## src/rtl/refguard_pkg.sv

```systemverilog
package refguard_pkg;
  typedef enum logic {
    SEL_REF0 = 1'b0,
    SEL_REF1 = 1'b1
  } ref_sel_e;

  localparam int unsigned NUM_REFS = 2;
endpackage

```

## src/rtl/rg_reset_sync.sv

```systemverilog
module rg_reset_sync (
  input  logic clk,
  input  logic arst_n,
  output logic rst_n_o
);
  logic [1:0] stage_q;

  always_ff @(posedge clk or negedge arst_n) begin
    if (!arst_n) stage_q <= 2'b00;
    else         stage_q <= {stage_q[0], 1'b1};
  end

  assign rst_n_o = stage_q[1];
endmodule

```

## src/rtl/rg_sync.sv

```systemverilog
module rg_sync #(
  parameter int unsigned     W       = 1,
  parameter logic [W-1:0]    RST_VAL = '0
) (
  input  logic         clk,
  input  logic         rst_n,
  input  logic [W-1:0] d,
  output logic [W-1:0] q
);
  logic [W-1:0] meta_q;
  logic [W-1:0] hold_q;

  always_ff @(posedge clk or negedge rst_n) begin
    if (!rst_n) begin
      meta_q <= RST_VAL;
      hold_q <= RST_VAL;
    end else begin
      meta_q <= d;
      hold_q <= meta_q;
    end
  end

  assign q = hold_q;
endmodule

```

## src/rtl/rg_ref_watch.sv

```systemverilog
module rg_ref_watch #(
  parameter int unsigned TIMEOUT = 4
) (
  input  logic clk,
  input  logic rst_n,
  input  logic ref_raw,
  input  logic clr,
  output logic bad
);
  localparam int unsigned CW = $clog2(TIMEOUT + 1);
  localparam logic [CW-1:0] LAST = CW'(TIMEOUT - 1);
  localparam logic [CW-1:0] SAT  = CW'(TIMEOUT);

  logic          ref_s;
  logic          ref_prev_q;
  logic          edge_w;
  logic          expire_w;
  logic          cnt_en;
  logic [CW-1:0] cnt_q, cnt_d;
  logic          bad_q, bad_d;

  rg_sync #(.W(1), .RST_VAL(1'b0)) u_sync (
    .clk   (clk),
    .rst_n (rst_n),
    .d     (ref_raw),
    .q     (ref_s)
  );

  always_comb begin
    edge_w   = ref_s ^ ref_prev_q;
    expire_w = !edge_w && (cnt_q == LAST);
    cnt_en   = clr || edge_w || (cnt_q != SAT);
    cnt_d    = cnt_q;
    if (clr || edge_w)      cnt_d = '0;
    else if (cnt_q != SAT)  cnt_d = cnt_q + 1'b1;
    bad_d = bad_q;
    if (clr)           bad_d = 1'b0;
    else if (expire_w) bad_d = 1'b1;
  end

  always_ff @(posedge clk or negedge rst_n) begin
    if (!rst_n) begin
      ref_prev_q <= 1'b0;
      cnt_q      <= '0;
      bad_q      <= 1'b0;
    end else begin
      ref_prev_q <= ref_s;
      if (cnt_en) cnt_q <= cnt_d;
      bad_q <= bad_d;
    end
  end

  assign bad = bad_q;

  a_r4_flag_sticky: assert property (@(posedge clk) disable iff (!rst_n)
    (bad_q && !clr) |=> bad_q);
  a_r6_flag_cleared: assert property (@(posedge clk) disable iff (!rst_n)
    clr |=> !bad_q);
  a_r2_edge_no_raise: assert property (@(posedge clk) disable iff (!rst_n)
    edge_w |=> !$rose(bad_q));
endmodule

```

## src/rtl/rg_alarm_edge.sv

```systemverilog
module rg_alarm_edge (
  input  logic clk,
  input  logic rst_n,
  input  logic alarm_n_raw,
  output logic pulse
);
  logic alarm_s;
  logic prev_q;

  rg_sync #(.W(1), .RST_VAL(1'b1)) u_sync (
    .clk   (clk),
    .rst_n (rst_n),
    .d     (alarm_n_raw),
    .q     (alarm_s)
  );

  always_ff @(posedge clk or negedge rst_n) begin
    if (!rst_n) prev_q <= 1'b1;
    else        prev_q <= alarm_s;
  end

  assign pulse = prev_q && !alarm_s;

  a_r7_single_pulse: assert property (@(posedge clk) disable iff (!rst_n)
    pulse |=> !pulse);
endmodule

```

## src/rtl/rg_sel_ctrl.sv

```systemverilog
module rg_sel_ctrl
  import refguard_pkg::*;
(
  input  logic clk,
  input  logic rst_n,
  input  logic sel_s,
  input  logic ovr_s,
  input  logic clr,
  input  logic bad0,
  input  logic bad1,
  output logic cur
);
  ref_sel_e cur_q, cur_d;
  logic     cur_bad, oth_bad;

  always_comb begin
    cur_bad = (cur_q == SEL_REF1) ? bad1 : bad0;
    oth_bad = (cur_q == SEL_REF1) ? bad0 : bad1;
    cur_d   = cur_q;
    if (ovr_s || clr)
      cur_d = sel_s ? SEL_REF1 : SEL_REF0;
    else if (cur_bad && !oth_bad)
      cur_d = (cur_q == SEL_REF0) ? SEL_REF1 : SEL_REF0;
  end

  always_ff @(posedge clk or negedge rst_n) begin
    if (!rst_n) cur_q <= SEL_REF0;
    else        cur_q <= cur_d;
  end

  assign cur = cur_q;

  a_r8_double_hold: assert property (@(posedge clk) disable iff (!rst_n)
    (!ovr_s && !clr && bad0 && bad1) |=> $stable(cur_q));
  a_r9_follow_pin: assert property (@(posedge clk) disable iff (!rst_n)
    ovr_s |=> (cur_q == ($past(sel_s) ? SEL_REF1 : SEL_REF0)));
  a_r5_failover: assert property (@(posedge clk) disable iff (!rst_n)
    (!ovr_s && !clr && cur_bad && !oth_bad) |=> (cur_q != $past(cur_q)));
endmodule

```

## src/rtl/refclk_guard.sv

```systemverilog
module refclk_guard #(
  parameter int unsigned TIMEOUT = 4
) (
  input  logic fb_clk,
  input  logic rst_n,
  input  logic ref0,
  input  logic ref1,
  input  logic sel_pin,
  input  logic ovr_pin,
  input  logic alarm_clr_n,
  output logic bad0,
  output logic bad1,
  output logic active_sel
);
  import refguard_pkg::*;

  logic                rst_int_n;
  logic [NUM_REFS-1:0] ref_raw;
  logic [NUM_REFS-1:0] bad_w;
  logic [1:0]          ctl_s;
  logic                clr_pulse;

  assign ref_raw = {ref1, ref0};

  rg_reset_sync u_rst (
    .clk     (fb_clk),
    .arst_n  (rst_n),
    .rst_n_o (rst_int_n)
  );

  rg_sync #(.W(2), .RST_VAL(2'b00)) u_ctl_sync (
    .clk   (fb_clk),
    .rst_n (rst_int_n),
    .d     ({ovr_pin, sel_pin}),
    .q     (ctl_s)
  );

  rg_alarm_edge u_alarm (
    .clk         (fb_clk),
    .rst_n       (rst_int_n),
    .alarm_n_raw (alarm_clr_n),
    .pulse       (clr_pulse)
  );

  for (genvar i = 0; i < NUM_REFS; i++) begin : g_watch
    rg_ref_watch #(.TIMEOUT(TIMEOUT)) u_watch (
      .clk     (fb_clk),
      .rst_n   (rst_int_n),
      .ref_raw (ref_raw[i]),
      .clr     (clr_pulse),
      .bad     (bad_w[i])
    );
  end

  rg_sel_ctrl u_sel (
    .clk   (fb_clk),
    .rst_n (rst_int_n),
    .sel_s (ctl_s[0]),
    .ovr_s (ctl_s[1]),
    .clr   (clr_pulse),
    .bad0  (bad_w[0]),
    .bad1  (bad_w[1]),
    .cur   (active_sel)
  );

  assign bad0 = bad_w[0];
  assign bad1 = bad_w[1];

  a_r1_reset_quiet: assert property (@(posedge fb_clk)
    !rst_n |-> (!bad0 && !bad1 && !active_sel));
endmodule

```

## config.mk

```make
export PLATFORM = sky130hd
export DESIGN_NAME = refclk_guard
export DESIGN_NICKNAME = d
export VERILOG_FILES = /design/src/rtl/refguard_pkg.sv /design/src/rtl/rg_reset_sync.sv /design/src/rtl/rg_sync.sv /design/src/rtl/rg_ref_watch.sv /design/src/rtl/rg_alarm_edge.sv /design/src/rtl/rg_sel_ctrl.sv /design/src/rtl/refclk_guard.sv
export SDC_FILE = /design/constraint.sdc
export NUM_CORES = 1
export LEC_CHECK = 0
export BUFFER_PORTS_ARGS = -buffer_cell sky130_fd_sc_hd__buf_2
export CORE_UTILIZATION = 38
export CTS_CLUSTER_DIAMETER = 100
export DETAILED_ROUTE_END_ITERATION = 8
export PLACE_DENSITY = 0.65
export SLEW_MARGIN = 20
export SYNTH_ARGS = -nofsm -noshare
export SYNTH_HDL_FRONTEND = slang
export SYNTH_SLANG_ARGS = --single-unit
```

## constraint.sdc

```tcl
create_clock -name fb_clk -period 0.95 [get_ports fb_clk]
set_input_delay 0.19 -clock fb_clk [delete_from_list [all_inputs] [get_ports fb_clk]]
set_output_delay 0.19 -clock fb_clk [all_outputs]
set_load 0.05 [all_outputs]
```

=== Word-level counts from Yosys, hierarchy flattened ===
Cells that the tools add are included.

* Bits in registers: 24
* Output and inout bits: 3
* Logic and storage cells: 59
* Input bits: 7

* $add $sub $neg: 2
* Reduce and logical (&&, ||, !) cells: 20
* Bitwise operators: 2
* Eq/ne operators: 4
* Mux-type cells: 14

{| class="wikitable"
|+ Operators by type and width
! cell !! count
|-
| $mux 3 || 4
|-
| $mux 1 || 10
|-
| $reduce_bool 2->1 || 5
|-
| $add 3x1->3 const B || 2
|-
| $eq 3x2->1 const B || 2
|-
| $ne 3x3->1 const B || 2
|-
| $logic_or 1x1->1 || 5
|-
| $logic_and 1x1->1 || 4
|-
| $logic_not 1->1 || 4
|-
| $reduce_and 2->1 || 2
|-
| $xor 1x1->1 || 2
|}

=== Longest topological paths before layout ===
Gate-level depths: netlist of run 1.

* Depth after elaboration: 5
* Gate-level depth with buffers: 5
* Gate-level depth less buffers: 5

=== Modules after synthesis ===
A second synthesis of run 1 with hierarchy kept.

* Cells, all modules: 68
* Area, all modules: 914.6 um^2

{| class="wikitable"
|+ Modules (own cells, without submodules)
! module !! cells an instance !! area each (um^2) !! seq. area each (um^2) !! times used
|-
| rg_ref_watch || 23 || 257.7 || 125.1 || 2
|-
| rg_sync (g_watch[0].u_watch.u_sync ...) || 2 || 50.0 || 50.0 || 2
|-
| rg_sync (u_ctl_sync) || 4 || 100.1 || 100.1 || 1
|-
| rg_reset_sync || 3 || 53.8 || 50.0 || 1
|-
| rg_sel_ctrl || 7 || 52.6 || 25.0 || 1
|-
| rg_sync (u_alarm.u_sync) || 2 || 52.6 || 52.6 || 1
|-
| rg_alarm_edge || 2 || 40.0 || 26.3 || 1
|}

=== Worst setup path after synthesis of run 1 ===
OpenSTA, ideal clock, no wires.

* Path kind: register to register
* From: register g_watch[0].u_watch.bad_q
* To: register u_sel.cur_q, in the netlist u_sel.cur
* Arrival: 1,089 ps
* Period minus slack after synthesis: 1,192 ps
* Path slack: -242 ps
* Path buffers: 0
* Cell stages (with the launch flop): 3
* Data required time: 846 ps
* Setup time: 104 ps
* Path through: dfrtp_1 > a21boi_0 > o41ai_2

* Cells in the longest elaborated chain, start to end: 4
* Elaborated cells between the ends (all ways): 5
* Those cells by class: mux: 2; reduce/logical: 3

{| class="wikitable"
|+ RTL lines
! element !! line !! source
|-
| start, declared || rg_ref_watch.sv:20 || <nowiki>logic bad_q, bad_d;</nowiki>
|-
| start signal, assigned || rg_ref_watch.sv:45 || <nowiki>bad_q <= 1'b0;</nowiki>
|-
| start signal, assigned || rg_ref_watch.sv:49 || <nowiki>bad_q <= bad_d;</nowiki>
|-
| $mux 1 || rg_sel_ctrl.sv:18 || <nowiki>oth_bad = (cur_q == SEL_REF1) ? bad0 : bad1;</nowiki>
|-
| $logic_not 1->1 || rg_sel_ctrl.sv:22 || <nowiki>else if (cur_bad && !oth_bad)</nowiki>
|-
| $logic_and 1x1->1 (*) || rg_sel_ctrl.sv:22 ||
|-
| $reduce_bool 2->1 (no line) (*) || n/a ||
|-
| end signal, assigned || rg_sel_ctrl.sv:28 || <nowiki>else cur_q <= cur_d;</nowiki>
|-
| end, declared || rg_sel_ctrl.sv:13 || <nowiki>ref_sel_e cur_q, cur_d;</nowiki>
|}

Mark *: on every way between the ends. The rest lies on a longest branch, timed or not.
A chain may end at the register's enable or synchronous reset.

=== Worst setup path in the final report of run 1 ===
* From: register g_watch[1].u_watch.bad_q
* To: output bad1

{| class="wikitable"
|+ RTL lines
! element !! line !! source
|-
| start, declared || rg_ref_watch.sv:20 ||
|-
| start signal, assigned || rg_ref_watch.sv:45 ||
|-
| start signal, assigned || rg_ref_watch.sv:49 ||
|-
| end, declared || refclk_guard.sv:12 || <nowiki>output logic bad1,</nowiki>
|}

No word-level cell between the ends.

==> summary.md, run 1 <==
| Metric | Value |
|---|---|
| Status | complete, but fails checks |
| Failing checks | setup timing |
| Reg2reg end | g_watch[1].u_watch.cnt_q[0] |
| Gr ovfl total | 0 |
| Crit path max-delay family | flip-flops |
| Die area | 2490 um^2 |
| Worst Path Class, Setup | flip-flop to primary output |
| Yosys warning total | 0 |
| Period utilization | 1.17 |
| Register area | 608 um^2 |
| Clock Latency Late Sink | 320 ps |
| Max Fclk | 898 MHz |
| Share of layout cells above drive strength 1 | 0.604 |
| Critical path launch point type | flip-flop |
| Nets | 105 |
| Drt total wl | 1.47 mm |
| WP data required | 760 ps |
| CP endpoint kind | primary output |
| Initial Util | 0.424 |
| Max cap viols | 0 |
| Core area | 2060 um^2 |
| Vias in the first global route | 556 |
| DP HPWL | 988 um |
| Clk sink count | 24 |
| Met2 Usage GRT | 0.223 |
| Met3 global-route usage | 0.0278 |
| Std cell rows | 16 |
| Chip width | 49.9 um |
| Ports | 10 |
| # port buffers | 9 |
| Final Critical Period | 1110 ps |
| Syn Area/Cell | 13.4 um^2 |
| CTS tree | built |
| Seq/Total Area, Yosys | 0.692 |
| Via count | 540 |
| Critical path's largest stage delay | 450 ps |
| DR vias/cell | 4.58 |
| Worst-path clk slew | 140 ps |
| Largest net degree at the start of global routing | 17 |
| HP Class | flip-flop to async pin |
| Crit Path Max Fanout | 2 |
| Max-slew violation count | 0 |
| Antenna Nets Post-Route | 0 |
| Reg-to-reg setup timing slack | -120 ps |
| Final setup margin | -163 ps |
| Routed len/inst | 12.4 um |
| Met1 GRT Util | 0.163 |
| R2R Path Start | u_alarm.prev_q |
| Leak pwr | 0.587 nW |
| Synth cell types | 15 |
| Final Setup Violations | 12 |
| WP buf/inv | 1 |
| Commonest non-fill, non-tap cell in the layout | dfrtp_1 |
| Critical Path, Cell by Cell | buf_6 |
| Global-route wire length before repair | 2.42 mm |
| Worst-case clock skew | 20.2 ps |
| H-tree levels | 1 |
| Commonest cells after routing, fill and taps aside | dfrtp_1, buf_4, a21oi_2, dlygate4sd3_1, buf_2 |
| RePlAce Congestion | 0.740 |
| Worst vdd ir | 1.44 mV |
| Syn_nets | 78 |
| Hold Violations, Final | 0 |
| RSZ-0062 raised after global routing | yes |
| Area of the multi-input gates | 393 um^2 |
| Power Density | 1860 nW/um^2 |
| Worst path arrival time | 920 ps |
| Most Crowded Layer GR | met2 |
| Longest Clk Path Bufs | 2 |
| Setup TNS | -1320 ps |
| Synth Cell Area | 873 um^2 |
| CP max-delay cell | dfrtp_2 |
| Fill cells | 163 |
| Drt first-iter violations | 1 |
| Area growth syn-to-layout | 47.3% |
| Util after Layout | 0.624 |
| Syn Inst Count | 65 |
| #FFs+latches synth | 24 |
| Diode count | 0 |
| Initial antenna violation count | 0 |
| R2R depth | 3 |
| Clk root buf | clkbuf_4 |
| Clock buffer count from CTS | 3 |
| Post-route DRC | 0 |
| Die height | 49.9 um |
| GRT Total Usage | 0.137 |
| DR pass1 iterations | 2 |
## stage by stage
stage	instances	area, um^2	total power, W	hold WS [ps]	worst slack, ps
2_1_floorplan	65	923	0.00139	-106	-37.0
3_3_place_gp	105	1030	0.00148	-25.6	-74.5
3_5_place_dp	105	1030	0.00150	-19.8	-110
4_1_cts	118	1230	0.00232	174	-163
5_1_grt	118	1290	0.00250	178	-194
6_report	118	1290	0.00239	174	-163
## area by class of cell
cell class                 instances  area share
clock buffer                       3      0.0175
clock inverter                     1      0.0233
inverter                           6      0.0175
multi-input combinational         35       0.305
sequential                        24       0.473
tap                               27      0.0263
timing repair buffer              22       0.137
## kinds of logic after synthesis
family / share of synthesized area
other cells: 0.00429
simple gates: 0.0845
buf+inv: 0.0258
flops: 0.692
xor+xnor: 0.0401
fa+ha+maj: 0.0860
compound gates: 0.0673
## per-layer routing
metal	share of wire	up-vias
met5	0	-
met4	0.019	0
met1	0.45	269
li1	-	258
met2	0.52	9
met3	0.017	4
## cell usage after synthesis, drive strengths merged
| master | n | area share |
|---|---|---|
| dfrtp | 21 | 0.60 |
| nor2 | 5 | 0.021 |
| inv | 6 | 0.026 |
| xnor2 | 4 | 0.040 |
| nor2b | 1 | 0.016 |
| o41ai | 1 | 0.019 |
| nand2 | 6 | 0.026 |
| or2b | 1 | 0.010 |
| nand3 | 2 | 0.011 |
| dfstp | 3 | 0.090 |
| a21boi | 1 | 0.0086 |
| conb | 1 | 0.0043 |
| a21oi | 6 | 0.034 |
| ha | 6 | 0.086 |
| o21ai | 1 | 0.0057 |
## power breakdown
| group | switching, W | internal [W] | leakage (nW) |
|---|---|---|---|
| Sequential | 0.0000649 | 0.00111 | 0.287 |
| Combinational | 0.000244 | 0.000243 | 0.272 |
| Clock | 0.000301 | 0.000427 | 0.0279 |
## worst max path at each step
stage,startpoint,cells past startpoint,end,slack (ps)
global placement,g_watch[1].u_watch.cnt_q[0],5,g_watch[1].u_watch.cnt_q[0],-70
CTS,g_watch[1].u_watch.bad,1,bad1,-160
global route,g_watch[1].u_watch.bad,1,bad1,-190
floorplan,u_alarm.prev_q,3,g_watch[0].u_watch.cnt_q[2],-40
detailed placement,u_alarm.u_sync.q,3,u_sel.cur,-110
finish,g_watch[1].u_watch.bad,1,bad1,-160
## sequential cells by signal, indices dropped and copies added (netlist names)
signal / cells
g_watch.u_watch.cnt_q: 6
g_watch.u_watch.bad: 2
g_watch.u_watch.ref_prev_q: 2
g_watch.u_watch.u_sync.meta_q: 2
g_watch.u_watch.u_sync.q: 2
u_ctl_sync.meta_q: 2
u_ctl_sync.q: 2
u_rst.stage_q: 2
u_alarm.prev_q: 1
u_alarm.u_sync.meta_q: 1
u_alarm.u_sync.q: 1
u_sel.cur: 1
## timing repair
item                                   4_1_cts  5_1_grt
gates resized for setup                     18       12
hold buffers                                 6        0
pin swaps                                    4        4
endpoints found under the hold margin        7        0
setup endpoints to repair                   12       12
setup buffers                                3        0
(Power assumes the default switching activity.)
==> run 2, diff against run 1 <==
--- a/config.mk
+++ b/config.mk
@@ -5,11 +5,12 @@
 export SDC_FILE = /design/constraint.sdc
 export NUM_CORES = 1
 export LEC_CHECK = 0
-export BUFFER_PORTS_ARGS = -buffer_cell sky130_fd_sc_hd__buf_2
 export CORE_UTILIZATION = 38
 export CTS_CLUSTER_DIAMETER = 100
 export DETAILED_ROUTE_END_ITERATION = 8
-export PLACE_DENSITY = 0.65
+export DONT_BUFFER_PORTS = 1
+export PLACE_DENSITY = 0.61
+export SKIP_CTS_REPAIR_TIMING = 1
 export SLEW_MARGIN = 20
 export SYNTH_ARGS = -nofsm -noshare
 export SYNTH_HDL_FRONTEND = slang
==> run 2 against run 1 <==
  * The run still ends with setup timing left
  * Critical path depth unchanged
  * Highest routed layer unchanged
  * Hold slack worse by 87 ps
  * Final area down 0.88%
  * Utilization down 0.55 points
  * Combinational power about the same
  * Clock power about the same
==> summary.md, run 2 (synthesis results as in run 1) <==
| Metric | Value |
|---|---|
| Internal power | 0.00178 W (about the same) |
| RePlAce Congestion | 0.749 (was 0.740) |
| Fill cells | 161 (was 163) |
| Area of the multi-input gates | 399 um^2 (was 393 um^2) |
| Commonest cells after routing, fill and taps aside | dfrtp_1, a21oi_2, dlygate4sd3_1, buf_4 (was dfrtp_1, buf_4, a21oi_2, dlygate4sd3_1, buf_2) |
| Drt total wl | 1.53 mm (was 1.47 mm) |
| Power Density | 1870 nW/um^2 (was 1860 nW/um^2) |
| Clk pwr share | 0.304 (was 0.305) |
| Status | complete, but fails checks (unchanged) |
| Period utilization | 1.16 (was 1.17) |
| Area growth syn-to-layout | 46.0% (was 47.3%) |
| Failing checks | setup timing (unchanged) |
| Final Critical Period | 1110 ps (about the same) |
| Util after Layout | 0.618 (was 0.624) |
| Initial antenna violation count | 0 (unchanged) |
| Drt first-iter violations | 1 (unchanged) |
| Longest Clk Path Bufs | 2 (unchanged) |
| CP max-delay cell | dfrtp_2 (unchanged) |
| WP data required | 760 ps (about the same) |
| Std cell rows | 16 (unchanged) |
| Final setup margin | -156 ps (was -163 ps) |
| Critical path's largest stage delay | 450 ps (about the same) |
| DP HPWL | 981 um (was 988 um) |
| Hold Violations, Final | 0 (unchanged) |
| Worst path arrival time | 920 ps (about the same) |
| Max cap viols | 0 (unchanged) |
| Critical Path, Cell by Cell | buf_6 (unchanged) |
| Largest net degree at the start of global routing | 20 (was 17) |
| Antenna Nets Post-Route | 0 (unchanged) |
| Worst-path clk slew | 140 ps (about the same) |
| Routed len/inst | 13.6 um (was 12.4 um) |
| Chip width | 49.9 um (unchanged) |
| Commonest non-fill, non-tap cell in the layout | dfrtp_1 (unchanged) |
| Clock buffer count from CTS | 3 (unchanged) |
| Gr ovfl total | 0 (unchanged) |
| Dpl cell area | 1010 um^2 (was 1030 um^2) |
| Diode count | 0 (unchanged) |
| Max reg flops | 6 (unchanged) |
| Nets | 99 (was 105) |
| GRT Total Usage | 0.125 (was 0.137) |
| Crit Path Max Fanout | 3 (was 2) |
| Max Fclk | 904 MHz (was 898 MHz) |
| RSZ-0062 raised after global routing | yes (unchanged) |
| Vias in the first global route | 531 (was 556) |
| DR vias/cell | 4.68 (was 4.58) |
| Initial Util | 0.424 (unchanged) |
| Via count | 524 (was 540) |
| H-tree levels | 1 (unchanged) |
| Leak pwr | 0.569 nW (was 0.587 nW) |
| Max-slew violation count | 0 (unchanged) |
| Critical Path Source | g_watch[1].u_watch.bad (unchanged) |
| Final Setup Violations | 12 (unchanged) |
| Post-route cell area | 1270 um^2 (was 1290 um^2) |
| Overall Power | 0.00239 W (about the same) |
| Core area | 2060 um^2 (unchanged) |
| R2R Path Start | u_alarm.prev_q (unchanged) |
| Clk root buf | clkbuf_4 (unchanged) |
| R2R depth | 3 (unchanged) |
| Die area | 2490 um^2 (unchanged) |
| WP buf/inv | 1 (unchanged) |
| Worst vdd ir | 1.63 mV (was 1.44 mV) |
| Register share of total power | 0.492 (was 0.491) |
| Clock Latency Late Sink | 310 ps (was 320 ps) |
| # port buffers | 0 (was 9) |
| Global-route wire length before repair | 2.25 mm (was 2.42 mm) |
| Die height | 49.9 um (unchanged) |
| Net Sw Power | 0.000614 W (was 0.000610 W) |
| Register area | 608 um^2 (unchanged) |
| CTS tree | built (unchanged) |
| HP Class | flip-flop to async pin (unchanged) |
| Reg-to-reg setup timing slack | -130 ps (was -120 ps) |
| Post-route DRC | 0 (unchanged) |
| CP endpoint kind | primary output (unchanged) |
| Share of layout cells above drive strength 1 | 0.576 (was 0.604) |
| Switching part of the total | 0.257 (was 0.256) |
| Reg2reg end | g_watch[1].u_watch.cnt_q[0] (unchanged) |
| Ports | 10 (unchanged) |
| Worst Path Class, Setup | flip-flop to primary output (unchanged) |
| Biggest register | g_watch.u_watch.cnt_q (unchanged) |
| DR pass1 iterations | 3 (was 2) |
| Clk sink count | 24 (unchanged) |
| Critical path launch point type | flip-flop (unchanged) |
| Worst-case clock skew | 12.7 ps (was 20.2 ps) |
| Crit path max-delay family | flip-flops (unchanged) |
| Comb power frac | 0.204 (about the same) |
## run 2: cell types whose count changed in the layout (fill, tap and decap cells not counted), sizes merged
cell	change
buf	-6
## run 2: worst max-delay path by stage
stage | cells after the start | endpoint
6_report | 1 | bad1
5_1_grt | 1 | bad1
4_1_cts | 1 | bad0
3_5_place_dp | 3 | u_sel.cur
3_3_place_gp | 3 | g_watch[1].u_watch.cnt_q[0]
2_1_floorplan | 3 | g_watch[0].u_watch.cnt_q[2]
## run 2: power groups by stage
stage | Sequential [W] | Clock (W) | Combinational, W
2_1_floorplan | 0.00124 | 0 | 0.000159
3_3_place_gp | 0.00118 | 0 | 0.000295
3_5_place_dp | 0.00119 | 0 | 0.000309
4_1_cts | 0.00117 | 0.000740 | 0.000313
5_1_grt | 0.00119 | 0.000791 | 0.000531
6_report | 0.00118 | 0.000726 | 0.000488
## run 2: final cells by class
cell class	instances	area share
multi-input combinational	35	0.313
tap	27	0.0265
sequential	24	0.477
clock buffer	3	0.0177
clock inverter	1	0.0236
timing repair buffer	16	0.125
inverter	6	0.0177
## run 2: per-stage QoR
stage               instances  setup TNS, ps  hold slack, ps  setup slack, ps
finish                    112          -1340            87.0             -156
floorplan                  65           -302            -106            -37.0
CTS                       102          -1660            -457             -208
global placement           98           -569            -106            -71.8
detailed placement         98           -814            -106             -146
global route              112          -1710            76.5             -194
## run 2: per-layer routing
metal	up-vias	wire, um	global-route usage
met2	6	861	0.218
met1	273	622	0.146
met4	0	9	0.0429
met3	2	34	0.0370
met5	-	0	0
li1	243	-	-
==> run 3, diff against run 2 <==
==> constraint.sdc (replaced) <==
create_clock -name fb_clk -period 1.21 [get_ports fb_clk]
set_input_delay 0.242 -clock fb_clk [delete_from_list [all_inputs] [get_ports fb_clk]]
set_output_delay 0.242 -clock fb_clk [all_outputs]
set_load 0.05 [all_outputs]
==> run 3 against run 2 <==
  * The run now ends clean
  * Utilization fell by 10 points
  * Register-to-register slack improved by 230 ps
  * Final cell count shrank 3.6%
  * Clock skew shrank 3.9 ps
  * Non-clock buffer count down 4
  * Sequential share of layout area grew 9.1 points
  * Sequential power down 23%
  * First-iteration DRC count grew to 4.0 times the previous value
  * Final area fell by 16%
  * Hold slack better by 59 ps
  * Critical endpoint unchanged
  * Largest power group unchanged
==> summary.md, run 3 (synthesis results as in run 1) <==
| Metric | Value |
|---|---|
| DR pass1 iterations | 4 (was 3) |
| WP data required | 970 ps (was 760 ps) |
| Clk pwr share | 0.332 (was 0.304) |
| DP HPWL | 843 um (was 981 um) |
| Post-route DRC | 0 (unchanged) |
| Max reg flops | 6 (unchanged) |
| Gr ovfl total | 0 (unchanged) |
| Register share of total power | 0.536 (was 0.492) |
| R2R depth | 3 (unchanged) |
| Period utilization | 0.965 |
| Drt first-iter violations | 4 (was 1) |
| Critical path launch point type | flip-flop (unchanged) |
| CP max-delay cell | dfrtp_1 (was dfrtp_2) |
| Via count | 481 (was 524) |
| Largest net degree at the start of global routing | 15 (was 20) |
| Ports | 10 (unchanged) |
| Fill cells | 180 (was 161) |
| # port buffers | 0 (unchanged) |
| Commonest non-fill, non-tap cell in the layout | dfrtp_1 (unchanged) |
| Std cell rows | 16 (unchanged) |
| Clock buffer count from CTS | 3 (unchanged) |
| Reg2reg end | g_watch[0].u_watch.cnt_q[1] (was g_watch[1].u_watch.cnt_q[0]) |
| Initial Util | 0.424 (unchanged) |
| Max cap viols | 0 (unchanged) |
| Crit path max-delay family | flip-flops (unchanged) |
| HP Class | primary input to async pin (was flip-flop to async pin) |
| WP buf/inv | 1 (unchanged) |
| Reg-to-reg setup timing slack | 100 ps (was -130 ps) |
| Worst vdd ir | 1.00 mV (was 1.63 mV) |
| Comb power frac | 0.131 (was 0.204) |
| Final Critical Period | 1170 ps |
| Max Fclk | 857 MHz |
| RePlAce Congestion | 0.730 (was 0.749) |
| Drt total wl | 1.17 mm (was 1.53 mm) |
| Antenna Nets Post-Route | 0 (unchanged) |
| Leak pwr | 0.495 nW (was 0.569 nW) |
| Area of the multi-input gates | 246 um^2 (was 399 um^2) |
| Initial antenna violation count | 0 (unchanged) |
| Nets | 95 (was 99) |
| Post-route cell area | 1060 um^2 (was 1270 um^2) |
| Worst path arrival time | 930 ps (was 920 ps) |
| Chip width | 49.9 um (unchanged) |
| Worst-path clk slew | 130 ps (was 140 ps) |
| Routed len/inst | 10.8 um (was 13.6 um) |
| Core area | 2060 um^2 (unchanged) |
| Vias in the first global route | 454 (was 531) |
| Crit Path Max Fanout | 2 (was 3) |
| Switching part of the total | 0.235 (was 0.257) |
| Clock Latency Late Sink | 310 ps (about the same) |
| Dpl cell area | 945 um^2 (was 1010 um^2) |
| Die height | 49.9 um (unchanged) |
| Power Density | 1590 nW/um^2 (was 1870 nW/um^2) |
| Setup TNS | 0 ps (was -1340 ps) |
| CTS tree | built (unchanged) |
| Max-slew violation count | 0 (unchanged) |
| Net Sw Power | 0.000398 W (was 0.000614 W) |
| Share of layout cells above drive strength 1 | 0.198 (was 0.576) |
| Clk root buf | clkbuf_4 (unchanged) |
| Clk sink count | 24 (unchanged) |
| Diode count | 0 (unchanged) |
| Worst Path Class, Setup | flip-flop to primary output (unchanged) |
| Final Setup Violations | 0 (was 12) |
| Critical Path, Cell by Cell | buf_4 (was buf_6) |
| Status | completed (was complete, but fails checks) |
| RSZ-0062 raised after global routing | no (was yes) |
| Longest Clk Path Bufs | 2 (unchanged) |
| Area growth syn-to-layout | 21.9% (was 46.0%) |
| Internal power | 0.00130 W (was 0.00178 W) |
| GRT Total Usage | 0.112 (was 0.125) |
| Pre-CTS WS | 105 ps (was -146 ps) |
| Register area | 604 um^2 (was 608 um^2) |
| H-tree levels | 1 (unchanged) |
| Hold Violations, Final | 0 (unchanged) |
| Global-route wire length before repair | 1.96 mm (was 2.25 mm) |
| Critical path's largest stage delay | 420 ps (was 450 ps) |
| Biggest register | g_watch.u_watch.cnt_q (unchanged) |
| Final setup margin | 42.7 ps (was -156 ps) |
| Die area | 2490 um^2 (unchanged) |
| CP endpoint kind | primary output (unchanged) |
| Overall Power | 0.00169 W (was 0.00239 W) |
| DR vias/cell | 4.45 (was 4.68) |
| R2R Path Start | u_alarm.prev_q (unchanged) |
| Worst-case clock skew | 8.75 ps (was 12.7 ps) |
[run 3: layout make-up]
cell class	count	area share
timing repair buffer	12	0.0987
clock inverter	1	0.0282
inverter	6	0.0212
multi-input combinational	35	0.231
tap	27	0.0317
clock buffer	3	0.0212
sequential	24	0.568
[run 3: through the flow]
step / cells / util / hold slack (ps)
2_1_floorplan: 65 / - / -53.6
3_3_place_gp: 97 / 0.458 / -53.5
3_5_place_dp: 97 / 0.458 / -53.5
4_1_cts: 101 / 0.484 / -412
5_1_grt: 108 / 0.516 / 124
6_report: 108 / 0.516 / 146
[run 3: power groups by stage]
stage	combinational, W	clock [W]	sequential, W
2_1_floorplan	0.000106	0	0.000964
3_3_place_gp	0.000197	0	0.000922
3_5_place_dp	0.000202	0	0.000925
4_1_cts	0.000205	0.000593	0.000910
5_1_grt	0.000255	0.000623	0.000915
6_report	0.000222	0.000563	0.000908
[run 3: how the worst max path moves through the flow]
| stage | endpoint | slack, ps | depth (start not counted) | from |
|---|---|---|---|---|
| finish | bad1 | 40 | 1 | g_watch[1].u_watch.bad |
| global route | bad1 | 1 | 1 | g_watch[1].u_watch.bad |
| CTS | bad0 | 10 | 1 | g_watch[0].u_watch.bad |
| detailed placement | g_watch[1].u_watch.cnt_q[0] | 100 | 3 | u_alarm.prev_q |
| global placement | g_watch[0].u_watch.cnt_q[0] | 110 | 3 | u_alarm.prev_q |
| floorplan | u_sel.cur | 20 | 2 | g_watch[0].u_watch.bad |
[run 3: layer usage]
| metal | vias up | share of wire | wire (um) | GRT usage |
|---|---|---|---|---|
| met2 | 10 | 0.46 | 536 | 0.162 |
| met1 | 232 | 0.49 | 571 | 0.141 |
| li1 | 237 | - | - | - |
| met5 | - | 0 | 0 | 0 |
| met4 | 0 | 0.012 | 14 | 0.0429 |
| met3 | 2 | 0.041 | 48 | 0.0556 |
